<file path="config.mk">
export PLATFORM = sky130hd
export DESIGN_NAME = mmove_engine
export DESIGN_NICKNAME = d
export VERILOG_FILES = /design/src/rtl/mmove_pkg.sv /design/src/rtl/mmove_win_dec.sv /design/src/rtl/mmove_regfile.sv /design/src/rtl/mmove_seq.sv /design/src/rtl/mmove_engine.sv
export SDC_FILE = /design/constraint.sdc
export NUM_CORES = 2
export LEC_CHECK = 0
export BUFFER_PORTS_ARGS = -buffer_cell sky130_fd_sc_hd__buf_2
export CAP_MARGIN = 20
export CORE_MARGIN = 2
export CORE_UTILIZATION = 51
export DETAILED_ROUTE_END_ITERATION = 10
export PLACE_DENSITY = 0.67
export RECOVER_POWER = 25
export SLEW_MARGIN = 20
export SYNTH_ARGS = -nofsm -noshare
export SYNTH_HDL_FRONTEND = slang
export SYNTH_HIERARCHICAL = 1
export SYNTH_SLANG_ARGS = --single-unit
</file>
<file path="constraint.sdc">
create_clock -name clk -period 7.75 [get_ports clk]
set_input_delay 0.3875 -clock clk [delete_from_list [all_inputs] [get_ports clk]]
set_output_delay 0.3875 -clock clk [all_outputs]
set_load 0.01 [all_outputs]
</file>
<file path="src/rtl/mmove_pkg.sv">
package mmove_pkg;
  localparam logic [2:0] OP_MOVE = 3'b110;

  typedef enum logic [3:0] {
    S_W0, S_W1, S_W2, S_CHK, S_FLUSH, S_FWAIT, S_RD, S_WR, S_DONE, S_ERR
  } mm_state_e;
endpackage

</file>
<file path="src/rtl/mmove_win_dec.sv">
// Register-window decode: an address hits when its upper bits equal the base.
module mmove_win_dec #(
  parameter int AW = 32,
  parameter int IW = 7
) (
  input  logic [AW-1:0] addr,
  input  logic [AW-1:0] base,
  output logic          hit,
  output logic [IW-1:0] idx
);
  always_comb begin
    hit = (addr[AW-1:IW] == base[AW-1:IW]);
    idx = addr[IW-1:0];
  end
endmodule

</file>
<file path="src/rtl/mmove_regfile.sv">
// Internal register file reachable through the window; one entry is write-protected.
module mmove_regfile #(
  parameter int IW   = 7,
  parameter int DW   = 8,
  parameter int PROT = 8
) (
  input  logic          clk,
  input  logic          rst_n,
  input  logic          we,
  input  logic [IW-1:0] waddr,
  input  logic [DW-1:0] wdata,
  input  logic [IW-1:0] raddr,
  output logic [DW-1:0] rdata
);
  localparam int NREG = 1 << IW;

  logic [DW-1:0] regs [NREG];

  for (genvar g = 0; g < NREG; g++) begin : g_reg
    if (g == PROT) begin : g_ro
      always_ff @(posedge clk or negedge rst_n) begin
        if (!rst_n) regs[g] <= '0;
        else        regs[g] <= regs[g];
      end
    end else begin : g_rw
      always_ff @(posedge clk or negedge rst_n) begin
        if (!rst_n)                            regs[g] <= '0;
        else if (we && (waddr == IW'(g)))      regs[g] <= wdata;
      end
    end
  end

  always_comb rdata = regs[raddr];
endmodule

</file>
<file path="src/rtl/mmove_seq.sv">
// Instruction latch, legality check, flush control and byte-copy sequencing.
module mmove_seq
  import mmove_pkg::*;
#(
  parameter int AW = 32,
  parameter int CW = 24,
  parameter int DW = 8,
  parameter int IW = 7
) (
  input  logic          clk,
  input  logic          rst_n,
  input  logic          ins_valid,
  output logic          ins_ready,
  input  logic [31:0]   ins_data,
  input  logic          pf_enable,
  output logic          flush_req,
  input  logic          flush_ack,
  output logic          mem_req,
  output logic          mem_we,
  output logic [AW-1:0] mem_addr,
  output logic [DW-1:0] mem_wdata,
  input  logic [DW-1:0] mem_rdata,
  input  logic          mem_ack,
  output logic          done,
  output logic          illegal,
  output logic [AW-1:0] src_addr,
  output logic [AW-1:0] dst_addr,
  input  logic          src_hit,
  input  logic          dst_hit,
  input  logic [IW-1:0] dst_idx,
  output logic          rf_we,
  output logic [IW-1:0] rf_waddr,
  output logic [DW-1:0] rf_wdata,
  input  logic [DW-1:0] rf_rdata
);
  localparam int NF_BIT = CW;

  mm_state_e     st_q;
  logic [2:0]    op_q;
  logic          nf_q;
  logic [CW-1:0] cnt_q;
  logic [AW-1:0] src_q, dst_q;
  logic [DW-1:0] data_q;
  logic          rd_step, wr_step, bad;

  always_comb begin
    bad     = (op_q != OP_MOVE) || (src_q[1:0] != dst_q[1:0]);
    rd_step = (st_q == S_RD) && (src_hit || mem_ack);
    wr_step = (st_q == S_WR) && (dst_hit || mem_ack);
  end

  always_ff @(posedge clk or negedge rst_n) begin
    if (!rst_n) begin
      st_q   <= S_W0;
      op_q   <= '0;
      nf_q   <= 1'b0;
      cnt_q  <= '0;
      src_q  <= '0;
      dst_q  <= '0;
      data_q <= '0;
    end else begin
      unique case (st_q)
        S_W0: if (ins_valid) begin
          cnt_q <= ins_data[CW-1:0];
          nf_q  <= ins_data[NF_BIT];
          op_q  <= ins_data[31:29];
          st_q  <= S_W1;
        end
        S_W1: if (ins_valid) begin
          src_q <= AW'(ins_data);
          st_q  <= S_W2;
        end
        S_W2: if (ins_valid) begin
          dst_q <= AW'(ins_data);
          st_q  <= S_CHK;
        end
        S_CHK: begin
          if (bad)                      st_q <= S_ERR;
          else if (pf_enable && !nf_q)  st_q <= S_FLUSH;
          else if (cnt_q == '0)         st_q <= S_DONE;
          else                          st_q <= S_RD;
        end
        S_FLUSH: st_q <= S_FWAIT;
        S_FWAIT: if (flush_ack) st_q <= (cnt_q == '0) ? S_DONE : S_RD;
        S_RD: if (rd_step) begin
          data_q <= src_hit ? rf_rdata : mem_rdata;
          st_q   <= S_WR;
        end
        S_WR: if (wr_step) begin
          src_q <= src_q + AW'(1);
          dst_q <= dst_q + AW'(1);
          cnt_q <= cnt_q - CW'(1);
          st_q  <= (cnt_q == CW'(1)) ? S_DONE : S_RD;
        end
        S_DONE: st_q <= S_W0;
        S_ERR:  st_q <= S_W0;
        default: st_q <= S_W0;
      endcase
    end
  end

  always_comb begin
    ins_ready = (st_q == S_W0) || (st_q == S_W1) || (st_q == S_W2);
    flush_req = (st_q == S_FLUSH);
    done      = (st_q == S_DONE);
    illegal   = (st_q == S_ERR);
    mem_req   = ((st_q == S_RD) && !src_hit) || ((st_q == S_WR) && !dst_hit);
    mem_we    = (st_q == S_WR);
    mem_addr  = (st_q == S_WR) ? dst_q : src_q;
    mem_wdata = data_q;
    rf_we     = (st_q == S_WR) && dst_hit;
    rf_waddr  = dst_idx;
    rf_wdata  = data_q;
    src_addr  = src_q;
    dst_addr  = dst_q;
  end
endmodule

</file>
<file path="src/rtl/mmove_engine.sv">
// Top: sequencer, two window decoders and the internal register file.
module mmove_engine #(
  parameter int AW   = 32,
  parameter int CW   = 24,
  parameter int DW   = 8,
  parameter int IW   = 7,
  parameter int PROT = 8
) (
  input  logic          clk,
  input  logic          rst_n,
  input  logic          ins_valid,
  output logic          ins_ready,
  input  logic [31:0]   ins_data,
  input  logic          pf_enable,
  input  logic [AW-1:0] reg_base,
  output logic          flush_req,
  input  logic          flush_ack,
  output logic          mem_req,
  output logic          mem_we,
  output logic [AW-1:0] mem_addr,
  output logic [DW-1:0] mem_wdata,
  input  logic [DW-1:0] mem_rdata,
  input  logic          mem_ack,
  output logic          done,
  output logic          illegal
);
  logic [AW-1:0] src_addr, dst_addr;
  logic          src_hit, dst_hit;
  logic [IW-1:0] src_idx, dst_idx;
  logic          rf_we;
  logic [IW-1:0] rf_waddr;
  logic [DW-1:0] rf_wdata, rf_rdata;

  mmove_win_dec #(.AW(AW), .IW(IW)) u_dec_src (
    .addr(src_addr), .base(reg_base), .hit(src_hit), .idx(src_idx)
  );
  mmove_win_dec #(.AW(AW), .IW(IW)) u_dec_dst (
    .addr(dst_addr), .base(reg_base), .hit(dst_hit), .idx(dst_idx)
  );

  mmove_regfile #(.IW(IW), .DW(DW), .PROT(PROT)) u_rf (
    .clk(clk), .rst_n(rst_n), .we(rf_we), .waddr(rf_waddr),
    .wdata(rf_wdata), .raddr(src_idx), .rdata(rf_rdata)
  );

  mmove_seq #(.AW(AW), .CW(CW), .DW(DW), .IW(IW)) u_seq (
    .clk(clk), .rst_n(rst_n),
    .ins_valid(ins_valid), .ins_ready(ins_ready), .ins_data(ins_data),
    .pf_enable(pf_enable), .flush_req(flush_req), .flush_ack(flush_ack),
    .mem_req(mem_req), .mem_we(mem_we), .mem_addr(mem_addr),
    .mem_wdata(mem_wdata), .mem_rdata(mem_rdata), .mem_ack(mem_ack),
    .done(done), .illegal(illegal),
    .src_addr(src_addr), .dst_addr(dst_addr),
    .src_hit(src_hit), .dst_hit(dst_hit), .dst_idx(dst_idx),
    .rf_we(rf_we), .rf_waddr(rf_waddr), .rf_wdata(rf_wdata),
    .rf_rdata(rf_rdata)
  );
endmodule

</file>
# Yosys cells after proc, flatten, opt, wreduce, memory -nomap -nowiden
# Index checks and enable logic that the tools add are counted.
[op_classes]
addsub = 3
order_cmp = 1
eq_ne = 146
muxes = 24
bitwise = 1
n_reduce_logical = 154
[op_table]
columns = ["cell", "n"]
rows = [
  ["== test 7 bit (second input constant)", 64],
  ["== test 7 x 6 -> 1 bit (second input constant)", 32],
  ["logical AND 1 bit", 133],
  ["two-way mux 32 bit", 4],
  ["one-hot mux 32 bit (2 select lines)", 2],
  ["== test 7 x 5 -> 1 bit (second input constant)", 16],
  ["adder 32 x 1 -> 32 bit (second input constant)", 2],
  ["binary-select mux 8 bit (select 7 bit)", 1],
  ["== test 25 bit", 2],
  ["== test 7 x 4 -> 1 bit (second input constant)", 7],
  ["two-way mux 24 bit", 2],
  ["one-hot mux 24 bit (2 select lines)", 1],
  ["two-way mux 4 bit", 10],
  ["one-hot mux 4 bit (8 select lines)", 1],
  ["== test 7 x 3 -> 1 bit (second input constant)", 4],
  ["== test 24 x 1 -> 1 bit (second input constant)", 1],
  ["logical NOT 24 bit", 1],
  ["two-way mux 8 bit", 3],
  ["subtractor 24 x 1 -> 24 bit (second input constant)", 1],
  ["== test 4 x 3 -> 1 bit (second input constant)", 4],
  ["== test 7 x 2 -> 1 bit (second input constant)", 2],
  ["AND reduction 3 bit", 3],
  ["== test 4 x 2 -> 1 bit (second input constant)", 2],
  ["== test 4 bit (second input constant)", 2],
  ["15 further kinds", 29],
]
[word_totals]
reg_bits = 1120
output_inout_bits = 46
wordCells = 463

# Depth between registers and ports, before layout
[depth]
depth_word = 5
depth_mapped = 14
ltp_nobuf = 10

# Modules after synthesis
# The synthesis kept the hierarchy.
[by_module_without_submodules]
columns = ["module", "instances", "cells_each", "area_each_um2", "seq_area_each_um2"]
rows = [
  ["mmove_regfile", 1, 3131, 46522.1, 25424.4],
  ["mmove_seq", 1, 916, 7108.1, 2602.5],
  ["mmove_win_dec", 2, 41, 330.3, 0.0],
]

# Worst setup path after synthesis
# Ideal clock, no wire load.
[synth_path]
path_type = "register to register"
startpoint = "register u_seq.dst_q[12] (netlist: u_seq/dst_addr[12])"
endpoint = "register u_rf/regs[224] (netlist name)"
setup_time_ns = 0.125
t_arrival_ns = 2.997
t_required_ns = 7.625
slack_ns = 4.628
stages_incl_launch_ff = 11
path_buffers = 0
period_less_slack_ns = 3.122
path_cell_list = "dfrtp_1 xor2_1 nor4_1 nand4_1 nor4_2 and2_1 or3b_2 inv_1 nand3_2 nor2_2 mux2_2"
[synth_between]
elab_chain_cells = 3
[synth_lines]
columns = ["element", "line", "source"]
rows = [
  ["from (decl)", "mmove_seq.sv:42", "logic [AW-1:0] src_q, dst_q;"],
  ["from (signal assigned)", "mmove_seq.sv:74", "dst_q <= AW'(ins_data);"],
  ["from (signal assigned)", "mmove_seq.sv:91", "dst_q <= dst_q + AW'(1);"],
  ["== test 25 bit", "mmove_win_dec.sv:12", "hit = (addr[AW-1:IW] == base[AW-1:IW]);"],
  ["net dst_hit", "mmove_engine.sv:28", "logic src_hit, dst_hit;"],
  ["logical AND 1 bit", "mmove_seq.sv:111", "rf_we = (st_q == S_WR) && dst_hit;"],
  ["net rf_we", "mmove_engine.sv:30", "logic rf_we;"],
  ["logical AND 1 bit", "mmove_regfile.sv:28", "else if (we && (waddr == IW'(g))) regs[g] <= wdata;"],
  ["to (signal, indexed assignment)", "mmove_regfile.sv:28", ""],
  ["to (decl)", "mmove_regfile.sv:17", "logic [DW-1:0] regs [NREG];"],
]
# The timed path passes the listed nets, and every way through them passes these cells.
# A chain may end at the register's enable or synchronous reset.

==> impl_metrics.tcl <==
set metrics [dict create \
    yosysWarnings 6 \
    synthAdderAreaFrac 0.00115 \
    grt_start_max_net_pins 179 \
    hp-class "in -> reg" \
    grt_setup_unrepaired "false" \
    grt_pass1_vias 34900 \
    synth_cell_type_count 84 \
    drive_above_1_share 0.385 \
    proportion_of_register_bits_with_asynchronous_set_or_reset_after_synthesis 1.00 \
    status "complete, but fails checks" \
    mappedNetlistArea_sq_um 54300 \
    cp_max_stage_cell "clkbuf_2" \
    timing.final.max_slew_violations 393 \
    die-width_um 330 \
    final_antenna_net_count 0 \
    dieArea_sq_um 109000 \
    row_count 119 \
    worstReg2RegStart "u_seq/dst_addr[30]" \
    power_leakage_nw 28.3 \
    grt_first_pass_wirelength_mm 221 \
    synthXorXnorAreaFrac 0.00839 \
    cp.arrival_ns 4.96 \
    antenna_found_initial 2 \
    ratio_of_routed_vias_to_standard_cells 6.27 \
    endpoint_kind "async pin" \
    clock_tree.buffer_depth 3 \
    numClockSinks 1120 \
    timing.critical_path.required_ns 7.50 \
    ys_seq_area_frac 0.516 \
    globalplace.congestion 0.891 \
    critical-path-top-delay-family "buffers and inverters" \
    overall_via_count_from_detail_route 35100 \
    layout_min_cycle_time_ns 5.21 \
    synth_compound_area_frac 0.0578 \
    num-nets-final 4191 \
    final.fill_count 8665 \
    max_freq_mhz 192 \
    global_route_congestion_overflow_total 0 \
    worst_setup_hold_path_clk_slew_ns 0.06 \
    worst_slew_pin_slew_ns 4.44 \
    synth_seq_cells 1120 \
    worst-path-buf-inv 3 \
    worst_slew_slack_as_a_fraction_of_its_limit -1.96 \
    synth_mux_area_frac 0.323 \
    grt_util_all_layers 0.265 \
    dp.final_hpwl_mm 88.7 \
    synth-edff-count 0 \
    postSynthNetCount 4212 \
    power-per-cell-area_nw_per_um2 291 \
    postSynthCellCount 4129 \
    crit_path_max_incr_delay_ns 3.08 \
    cts_buffers 119 \
    tns_ns 0 \
    clock_latency_of_the_later_clocked_register_in_the_worst_skew_pair_ns 0.72 \
    finClkSkew_ns 0.0362 \
    syn_avg_cell_area_sq_um 13.1 \
    start_kind "input port" \
    place.port_buffers 116 \
    post_cts_resized 0 \
    power.ir.vdd_worst_v 0.000265 \
    clk_root_buffer_cell "clkbuf_16" \
    failed_checks "DRC, capacitance limit, slew limit" \
    fp.coreArea_sq_um 105000 \
    ctsHtreeMaxLevel 3 \
    r2r_slack_ns 2.68 \
    synthSimpleGateAreaFrac 0.0646 \
    design.portCount 124 \
    areaGrowthSynthToFinish_pct 10.5 \
    critical_path.cell_chain "dlygate4sd3_1 -> buf_8 -> clkbuf_2" \
    critical_path_peak_fanout 178 \
    finalSetupViolCount 0 \
    finalHoldViolCount 0 \
    drt_pass1_iterations 9 \
    drt_iter0_drc 3098 \
    dominant_combinational_cell_family_by_area_after_synthesis "multiplexers" \
    initial_cell_density_of_the_core 0.515 \
    totalWireLength_mm 144 \
    cts_tree "yes" \
    wl_per_cell_um 25.8 \
    route.detailed.drc 14 \
    min_period_over_period 0.672 \
    post-layout-total-power_mw 17.4 \
    cts_post_setup_buffers_inserted 0 \
    dieHeight_um 330 \
    worst_setup_startpoint "rst_n" \
    most_used_flip_flop_cell_after_synthesis "dfrtp_1" \
    startpoint_of_the_lowest_slack_hold_path "ins_data[0]" \
    timing.max_cap.violations 4 \
    timing.setup.critical_path_class "in -> async" \
]
[sequential cells by signal, summed over array words and instances (netlist names)]
register,count
u_seq/dst_addr,32
u_seq/cnt_q,24
u_seq/st_q,4
u_seq/src_addr,32
u_seq/op_q,3
u_rf/regs,1016
u_seq/nf_q,1
u_seq/mem_wdata,8
[worst register-to-register path: stages, from the launching register on]
cell and delay [ns]:
dfrtp_1 0.49, xor2_1 0.19, nor4_1 0.31, nand4_1 0.22, nor4_2 0.76, and2_1 0.29
and3b_1 0.24, nand3_1 0.89, nor2_1 1.11, mux2_2 0.42
[layout make-up]
class | instances | area [sq um] | area share
sequential | 1120 | 28100 | 0.468
multi-input combinational | 2663 | 24800 | 0.413
clock buffer | 181 | 3570 | 0.0596
tap | 1391 | 1740 | 0.0290
timing repair buffer | 190 | 1280 | 0.0214
clock inverter | 40 | 487 | 0.00811
inverter | 14 | 55.1 | 0.000918
antenna | 1 | 2.50 | 0.0000417
[metrics by stage]
| step | instances | hold WS, ns | utilization | area (sq um) | setup WS, ns |
|---|---|---|---|---|---|
| floorplan | 4129 | 0.0919 | - | 54300 | 4.63 |
| global placement | 5362 | 0.478 | 0.529 | 55800 | 2.81 |
| detailed placement | 5362 | 0.484 | 0.529 | 55800 | 2.77 |
| CTS | 5597 | 0.00282 | 0.569 | 60000 | 2.73 |
| global route | 5599 | 0.0331 | 0.569 | 60000 | 1.71 |
| finish | 5600 | 0.0472 | 0.569 | 60000 | 2.54 |
[per-layer routing]
metal  GRT usage  wire (um)  vias to the layer above
met3      0.0519       9700                      242
met2       0.409      66800                     1094
li1            -          -                    15200
met5           0          0                        -
met4      0.0837       4250                        0
met1       0.380      63600                    18600
[where the power goes]
part	switching (mW)	internal [mW]
sequential	0.862	6.12
clock	2.40	3.41
combinational	3.13	1.51
[cell families (layout without fill, tap and decap cells)]
logic type / Yosys count / count (layout)
mux: 1416 / 1416
flops: 1120 / 1120
simple gates: 721 / 721
compound gates: 469 / 469
buf+inv: 346 / 425
xor+xnor: 52 / 52
fa+ha+maj: 5 / 5
other cells: 0 / 1
[cells in the mapped netlist, types with 35 or more instances]
| master | instances | area (sq um) |
|---|---|---|
| buf_4 | 35 | 263 |
| a22oi_1 | 43 | 323 |
| o22ai_1 | 37 | 231 |
| nand2_1 | 235 | 882 |
| dfrtp_1 | 1120 | 28000 |
| mux4_2 | 161 | 3630 |
| nor2_1 | 176 | 661 |
| o21ai_0 | 71 | 355 |
| a21oi_1 | 126 | 631 |
| buf_2 | 62 | 310 |
| clkbuf_1 | 214 | 803 |
| nand3_1 | 76 | 380 |
| mux2i_1 | 207 | 2070 |
| mux2_2 | 1038 | 11700 |
[timing repair]
| action | in CTS | in global routing |
|---|---|---|
| hold buffers | 14 | 0 |
| endpoints found under the hold margin | 107 | 0 |
| endpoints found under the setup margin | 0 | 0 |
[worst paths after layout]
path / endpoint / depth (start not counted)
min in group asynchronous: u_seq/src_addr[16] / 2
setup / recovery: u_rf/regs[698] / 3
setup reg to reg: u_rf/regs[192] / 9
hold / removal: u_seq/dst_addr[0] / 3
max in group clk: u_rf/regs[192] / 9
hold reg to reg: u_rf/regs[555] / 1
[placed cells by master, fill, tap and decap left out, drive strengths merged, types with 77 or more instances in the layout]
cell and count:
dfrtp 1120, mux2i 207, nand3 77, nor2 184, buf 171, clkbuf 185, mux2 1044, nand2 235
a21oi 127, mux4 165
(Power assumes the default switching activity.)
